===== src/rtl/idx_window.sv =====
module idx_window #(
  parameter int BUS_AW = 14,
  parameter logic [BUS_AW-1:0] IDX_ADDR = 'h0,
  parameter logic [BUS_AW-1:0] DATA_ADDR = 'h4,
  parameter int MEM_BYTES = 4096,
  localparam int MEM_AW = $clog2(MEM_BYTES)
) (
  input  logic              clk,
  input  logic              rst_n,
  input  logic              bus_valid,
  input  logic              bus_write,
  input  logic [BUS_AW-1:0] bus_addr,
  input  logic [1:0]        bus_size,
  input  logic [31:0]       bus_wdata,
  output logic [31:0]       bus_rdata,
  output logic              bus_ready,
  output logic              mem_req,
  output logic              mem_write,
  output logic [MEM_AW-1:0] mem_addr,
  output logic [1:0]        mem_size,
  output logic [31:0]       mem_wdata,
  input  logic              mem_ack,
  input  logic [31:0]       mem_rdata,
  output logic              reg_valid,
  output logic              reg_write,
  output logic [29:0]       reg_addr,
  output logic [31:0]       reg_wdata,
  input  logic [31:0]       reg_rdata
);
  localparam logic [32:0] MEM_LIM = 33'(MEM_BYTES);

  logic [31:0] idx_q;
  logic        hit_idx, hit_data, to_mem, in_bnd;
  logic [2:0]  nbytes;
  logic [32:0] span;
  logic [31:0] fwd, rd_ext, size_mask;
  logic [1:0]  lane;

  assign hit_idx  = bus_addr == IDX_ADDR;
  assign hit_data = bus_addr[BUS_AW-1:2] == DATA_ADDR[BUS_AW-1:2];
  assign to_mem   = hit_data & idx_q[31];
  assign nbytes   = (bus_size == 2'd0) ? 3'd1 : (bus_size == 2'd1) ? 3'd2 : 3'd4;
  assign span     = {2'b00, idx_q[30:0]} + {30'b0, nbytes};
  assign in_bnd   = span <= MEM_LIM;

  always_ff @(posedge clk) begin
    if (!rst_n) idx_q <= '0;
    else if (bus_valid && bus_write && hit_idx) idx_q <= bus_wdata;
  end

  assign mem_req   = bus_valid & to_mem & in_bnd;
  assign mem_write = bus_write;
  assign mem_addr  = idx_q[MEM_AW-1:0];
  assign mem_size  = (bus_size == 2'd3) ? 2'd2 : bus_size;
  assign mem_wdata = bus_wdata & size_mask;

  assign fwd       = idx_q + {30'b0, bus_addr[1:0]};
  assign lane      = fwd[1:0];
  assign reg_valid = bus_valid & hit_data & ~idx_q[31];
  assign reg_write = bus_write;
  assign reg_addr  = fwd[31:2];

  for (genvar k = 0; k < 4; k++) begin : g_lane
    localparam logic [2:0] K = 3'(k);
    logic [2:0] src, rel;
    assign src = {1'b0, lane} + K;
    assign rel = K - {1'b0, lane};
    assign rd_ext[8*k +: 8] = (K < nbytes && !src[2]) ? reg_rdata[{src[1:0], 3'b000} +: 8] : 8'h00;
    assign reg_wdata[8*k +: 8] = (K >= {1'b0, lane} && rel < nbytes) ?
                                 bus_wdata[{rel[1:0], 3'b000} +: 8] : reg_rdata[8*k +: 8];
    assign size_mask[8*k +: 8] = {8{K < nbytes}};
  end

  assign bus_ready = mem_req ? mem_ack : 1'b1;

  always_comb begin
    bus_rdata = '0;
    if (hit_idx) bus_rdata = idx_q;
    else if (to_mem) bus_rdata = in_bnd ? (mem_rdata & size_mask) : 32'h0;
    else if (hit_data) bus_rdata = rd_ext;
  end
endmodule



===== config.mk =====
export PLATFORM = sky130hd
export DESIGN_NAME = idx_window
export DESIGN_NICKNAME = d
export VERILOG_FILES = /design/src/rtl/idx_window.sv
export SDC_FILE = /design/constraint.sdc
export NUM_CORES = 1
export LEC_CHECK = 0
export ABC_AREA = 1
export BUFFER_PORTS_ARGS = -buffer_cell sky130_fd_sc_hd__buf_2
export CAP_MARGIN = 10
export CORE_ASPECT_RATIO = 0.6
export CORE_MARGIN = 10
export CORE_UTILIZATION = 50
export DETAILED_ROUTE_END_ITERATION = 6
export HOLD_SLACK_MARGIN = 0.06
export PLACE_DENSITY = 0.86
export SLEW_MARGIN = 20
export SYNTH_ARGS = -nofsm -noshare
export SYNTH_HDL_FRONTEND = slang
export SYNTH_SLANG_ARGS = --single-unit

===== constraint.sdc =====
create_clock -name clk -period 5.6 [get_ports clk]
set_input_delay 0.84 -clock clk [delete_from_list [all_inputs] [get_ports clk]]
set_output_delay 0.84 -clock clk [all_outputs]
set_load 0.01 [all_outputs]

==> impl_metrics.toml, run 1 <==
[floorplanning]
start_util = 0.508
fp.dieH_um = 105
die_w_um = 162
core_area_mm2 = 0.0120
num_io_pins = 262
die_area_mm2 = 0.0171
core.rowCount = 31

[power_and_ir_drop]
p_leak_nw = 4.12
clockPowerShare = 0.370
pwr-share-seq = 0.251
intPower_mw = 0.583
share_comb_of_total_power = 0.379
vdd_drop_max_mv = 0.143
sw_frac_of_total = 0.359
finalPower_mw = 0.909
p_sw_mw = 0.326
powerDensity_mw_per_mm2 = 122

[clock_tree]
clk_pin_slew_ns = 0.05
cts_resized = 0
htree_num_levels = 2
cts_root_buffer = "clkbuf_16"
clock_latency_ns = 0.28
post-cts-setup-buffers = 0
numCtsBuffers = 5
cts_tree = "yes"
hold_buffers = 0
cts_buffer_depth = 2
cts_sinks = 32

[detailed_routing]
wl_met1_um = 12800
routed_wirelength_um = 31600
route.met2.wl_um = 12500
routedWlPerCell_um = 20.5
vias = 8716
ant_nets = 0
dr.pass1.iters = 7
met3_length_um = 5790
drc = 0
topRoutingLayerUsed = "met4"
via_per_inst = 5.64
drt-initial-drc-count = 1336

[layout]
final_util = 0.624
nets = 1508
largest_register_ffs = 32
reg_top3 = "idx_q x32"
finish.instance_area_mm2 = 0.00747
synthToLayoutAreaGrowth_pct = 22.8
regMostFlops = "idx_q"
diodes = 0
final_cells = 1546
drive_gt1_frac = 0.244

[placement]
dpl-instance-area_mm2 = 0.00729
portBuffers = 261
dp_cells = 1538
dpl_worst_slack_ns = 0.722
hpwl_um = 25700
gp_congestion = 1.05

[worst_setup_path]
critical_path_class = "input pin to output pin"
crit_required_ns = 4.76
crit_arrival_ns = 4.13
worstPathMaxFanout = 26
crit_path_frequent_cell = "nand2_1"
cpPeakStageDelay_ns = 0.53
critical_path.startpoint_type = "input pin"
rrSetupSlack_ns = 4.49
path_cells = "buf_2, buf_4, nor2_1, fa_1, inv_1, nand2_1, nand2_1, nor2_1, nand2_1, nand2_1, nand2_1, nor2_1, nand2_1, nor2_1, nand2_1, nor2_4, buf_4, nand3_1, a21oi_1, buf_2"
cp-end-kind = "output pin"
crit_path_top_delay_cell = "nor2_4"

[grt]
grt_pass1_wl_um = 46100
antenna_found_initial = 1
track_usage = 0.343
grt_max_degree = 83
grt_overflow = 0
grt_pass1_vias = 7888

[sta]
whs_ns = 0.684
finClkSkew_ns = 0
hold_viol = 0
post-route-period-util = 0.888
grt_setup_unrepaired = "false"
finalSetupViolations = 0
fin_ws_ns = 0.625
worst-slew-pin-transition_ns = 1.02
relSlewSlack = 0.314
fin_crit_ns = 4.97
tns_ns = 0
drv_slew = 0
clock.fmax_mhz = 201

[logic_synthesis]
synthesis.area_mm2 = 0.00609
ys_seq_elements = 32
syn_nets = 1311
synthCells = 1183
synth.top_cell.area_share = 0.157
yosysTopAreaCell = "nand2_1"
yosysSeqAreaShare = 0.105
synth.distinct_cells = 39
yosys_warnings = 0
synth_area_per_cell_um2 = 5.15
synth_area_leaders = "nand2_1, nor2_1, o21ai_0"

[hold_path]
min_path_type = "flip-flop to flip-flop"

[job]
max-cap-violations = 0

[outcome]
status = "finished clean"
==> worst max-delay path: cells and delay by family <==
family                     cells  cell delay [ns]
buffers and inverters          5             0.82
adders and majority gates      1             0.25
AOI/OAI and AO/OA              1             0.17
and+or+nand+nor               13             2.05
==> cells in the mapped netlist (all sizes together) <==
| library cell | instances |
|---|---|
| o211ai | 1 |
| inv | 156 |
| nand2 | 262 |
| nand4 | 3 |
| nand3b | 4 |
| xor2 | 31 |
| nor4 | 4 |
| fa | 2 |
| dfxtp | 32 |
| clkbuf | 58 |
| a41oi | 1 |
| or2 | 2 |
| and3 | 1 |
| xnor2 | 2 |
| nor2 | 249 |
| nor3 | 22 |
| clkinv | 3 |
| o22a | 7 |
| buf | 29 |
| nand3 | 68 |
| o21ai | 141 |
| mux2i | 3 |
| a21oi | 81 |
| a31oi | 12 |
| ha | 9 |
==> path summary, 6_finish.rpt <==
kind | from | cells past startpoint | to
min reg2reg | idx_q[31] | 2 | idx_q[31]
max reg2reg | idx_q[8] | 2 | idx_q[8]
min | idx_q[31] | 2 | idx_q[31]
max | bus_size[1] | 20 | bus_rdata[23]
==> placed cells by master, fill, tap and decap left out, types with 4 or more instances in the layout <==
cell       synthesis  layout
xor2_1            31      31
clkbuf_16          0       5
buf_2              6     261
nand3_1           55      55
inv_1            154     153
nand2_2            6       6
nor3_1            19      19
a31oi_1           12      12
nand3b_1           4       4
nor2_4             7       7
nor2_1           237     237
nand3_2           13      13
nand2_1          255     255
clkinv_1           3       4
a21oi_1           70      70
o21ai_0          141     141
ha_1               9       8
buf_4             19      16
nor2_2             5       5
a21oi_2           10      10
dfxtp_1           32      32
o22a_1             7       7
==> cells by family (layout without fill, tap and decap cells) <==
logic type | after synthesis | count (layout) | synth area share
AOI/OAI and AO/OA | 243 | 243 | 0.216
xor gates and xnor gates | 33 | 33 | 0.0475
adders and majority gates | 11 | 11 | 0.0251
buffers and inverters | 246 | 444 | 0.169
DFF | 32 | 32 | 0.105
muxes | 3 | 3 | 0.00493
and+or+nand+nor | 615 | 615 | 0.433
==> cell type report <==
type                       instances  area, µm²
fill                            1243       4510
multi-input combinational        905       4420
tap                              165        206
sequential                        32        641
timing repair buffer             277       1430
clock buffer                       7        153
inverter                         159        597
clock inverter                     1       30.0
==> metal layers <==
layer / track usage / vias up
met4: 0.0660 / 0
met5: 0 / -
met2: 0.494 / 691
met3: 0.159 / 66
met1: 0.460 / 3854
li1: - / 4105
==> power by group through the flow <==
stage / Clock, mW / Combinational [mW] / Sequential [mW]
finish: 0.337 / 0.345 / 0.228
floorplan: 0 / 0.186 / 0.233
detailed placement: 0 / 0.335 / 0.233
global placement: 0 / 0.332 / 0.233
CTS: 0.335 / 0.336 / 0.228
global route: 0.346 / 0.375 / 0.228
Power figures use the tool's default switching activity.
==> run 2: changes to the inputs <==
--- a/config.mk
+++ b/config.mk
@@ -5,15 +5,14 @@
 export SDC_FILE = /design/constraint.sdc
 export NUM_CORES = 1
 export LEC_CHECK = 0
-export ABC_AREA = 1
 export BUFFER_PORTS_ARGS = -buffer_cell sky130_fd_sc_hd__buf_2
 export CAP_MARGIN = 10
 export CORE_ASPECT_RATIO = 0.6
 export CORE_MARGIN = 10
-export CORE_UTILIZATION = 50
+export CORE_UTILIZATION = 49
 export DETAILED_ROUTE_END_ITERATION = 6
 export HOLD_SLACK_MARGIN = 0.06
-export PLACE_DENSITY = 0.86
+export PLACE_DENSITY = 0.84
 export SLEW_MARGIN = 20
 export SYNTH_ARGS = -nofsm -noshare
 export SYNTH_HDL_FRONTEND = slang
==> impl_metrics.toml, run 2 <==
[outcome]
status = "finished clean"

[worst_setup_path]
crit_required_ns = 4.76
critical_path_class = "input pin to output pin"
critical_path.startpoint_type = "input pin"
crit_path_frequent_cell = "buf_2"
rrSetupSlack_ns = 4.45
worstPathMaxFanout = 26
r2r_start = "idx_q[4]"
cp-end-kind = "output pin"
r2r-end = "idx_q[4]"
crit_arrival_ns = 4.36
crit_path_top_delay_cell = "maj3_1"
path_cells = "buf_2, or2_2, inv_1, ha_1, fa_1, maj3_1, nand2_1, a21oi_1, nor4_1, nand4_1, a2111oi_4, buf_4, nand2_4, or3_1, buf_2"
reg2reg_depth = 3
cp-endpoint = "bus_ready"
critPathLaunch = "bus_size[1]"
cpPeakStageDelay_ns = 0.44

[logic_synthesis]
synth_edf_count = 0
ys.flop_type = "dfxtp_1"
syn_nets = 857
synth.top_cell.area_share = 0.154
synth_area_leaders = "mux4_2, dfxtp_1, nand2_1"
synth_area_per_cell_um2 = 7.64
yosysTopAreaCell = "mux4_2"
yosysSeqAreaShare = 0.115
synthCells = 729
synth.distinct_cells = 58
async_flop_share = 0
ys_seq_elements = 32
synthTopCellsByCount = "nand2_1, clkbuf_1, mux4_2"
yosys_warnings = 0
synthesis.area_mm2 = 0.00557
synth.most_common_cell = "nand2_1"

[sta]
relSlewSlack = 0.439
finalSetupViolations = 0
post-route-period-util = 0.929
drv_slew = 0
worst-slew-pin-transition_ns = 0.841
tns_ns = 0
hold_viol = 0
fin_crit_ns = 5.20
finClkSkew_ns = 0
grt_setup_unrepaired = "false"
clock.fmax_mhz = 192

[floorplanning]
die_area_mm2 = 0.0162
fp.dieH_um = 103
core.rowCount = 30
num_io_pins = 262
start_util = 0.498
die_w_um = 158
core_area_mm2 = 0.0112

[grt]
grt_max_degree = 49
grt_pass1_vias = 6598
grt_overflow = 0
track_usage = 0.306
grt_pass1_wl_um = 38500
antenna_found_initial = 1

[placement]
dpl-instance-area_mm2 = 0.00675
dp_cells = 1055
hpwl_um = 20800
portBuffers = 261
gp_congestion = 1.03

[detailed_routing]
routedWlPerCell_um = 24.3
via_per_inst = 6.38
dr.pass1.iters = 5
drc = 0
drt-initial-drc-count = 763
vias = 6784
ant_nets = 0
routed_wirelength_um = 25800

[clock_tree]
clock_latency_ns = 0.27
hold_buffers = 0
cts_root_buffer = "clkbuf_16"
cts_buffer_depth = 2
cts_tree = "yes"
cts_sinks = 32
clk_pin_slew_ns = 0.05
post-cts-setup-buffers = 0
cts_resized = 0
numCtsBuffers = 5
htree_num_levels = 2

[hold_path]
min_path_type = "flip-flop to flip-flop"

[power_and_ir_drop]
powerDensity_mw_per_mm2 = 128
p_leak_nw = 3.06
vdd_drop_max_mv = 0.138

[layout]
final_cells = 1064
final_cell_mix = "buf_2, nand2_1, mux4_2, nand3_1, mux2_2"
finish.instance_area_mm2 = 0.00692
synthToLayoutAreaGrowth_pct = 24.3
reg_top3 = "idx_q x32"
largest_register_ffs = 32
drive_gt1_frac = 0.400
mostFrequentLayoutCell = "buf_2"
regMostFlops = "idx_q"
nets = 1046

[job]
max-cap-violations = 0
run 2: area by class of cell:
cell class                      instances  area (µm²)
Multi-Input combinational cell        585        4430
Fill cell                            1042        4270
Timing Repair Buffer                  280        1450
Sequential cell                        32         641
Tap cell                              144         180
Clock buffer                            6         129
Inverter                               14        52.6
Clock inverter                          2        35.0
Antenna cell                            1        2.50
run 2: logic make-up after synthesis:
group	share of synthesized area
AO/OA/AOI/OAI	0.182
XOR/XNOR	0.0692
adder cells (fa/ha/maj)	0.0328
buffers and inverters	0.0924
flip-flops	0.115
multiplexers	0.255
AND/OR/NAND/NOR	0.254
run 2: report_power, final:
part,switching (mW),internal [mW],leakage [nW]
Clock,0.102,0.209,0.0808
Combinational,0.185,0.163,2.73
Sequential,0.0000120,0.228,0.258
run 2: worst min-delay path by stage:
stage	from	to	slack, ns	depth (start not counted)
5_1_grt	idx_q[18]	idx_q[18]	0.64	2
6_report	idx_q[0]	idx_q[0]	0.59	2
4_1_cts	idx_q[18]	idx_q[18]	0.60	2
2_1_floorplan	idx_q[0]	idx_q[0]	0.49	2
3_3_place_gp	idx_q[0]	idx_q[0]	0.57	2
3_5_place_dp	idx_q[18]	idx_q[18]	0.59	2
run 2: per-layer routing:
metal | up-vias | track usage | routed length [µm]
li1 | 3017 | - | -
met4 | 0 | 0.0708 | 693
met1 | 3192 | 0.387 | 9870
met3 | 60 | 0.138 | 4170
met2 | 515 | 0.470 | 11100
met5 | - | 0 | 0
run 2: per-stage QoR:
stage | power (mW) | worst slack, ns | hold slack [ns] | util
2_1_floorplan | 0.428 | 0.0323 | 0.490 | -
3_3_place_gp | 0.570 | 0.560 | 0.572 | 0.603
3_5_place_dp | 0.575 | 0.462 | 0.591 | 0.603
4_1_cts | 0.883 | 0.454 | 0.597 | 0.618
5_1_grt | 0.927 | 0.205 | 0.636 | 0.618
6_report | 0.886 | 0.400 | 0.586 | 0.618
run 2: worst max-delay path, delay by kind of cell:
kind | cells | cell delay (ns)
simple gates | 6 | 1.46
buf+inv | 4 | 0.54
fa+ha+maj | 3 | 1.07
compound gates | 2 | 0.43
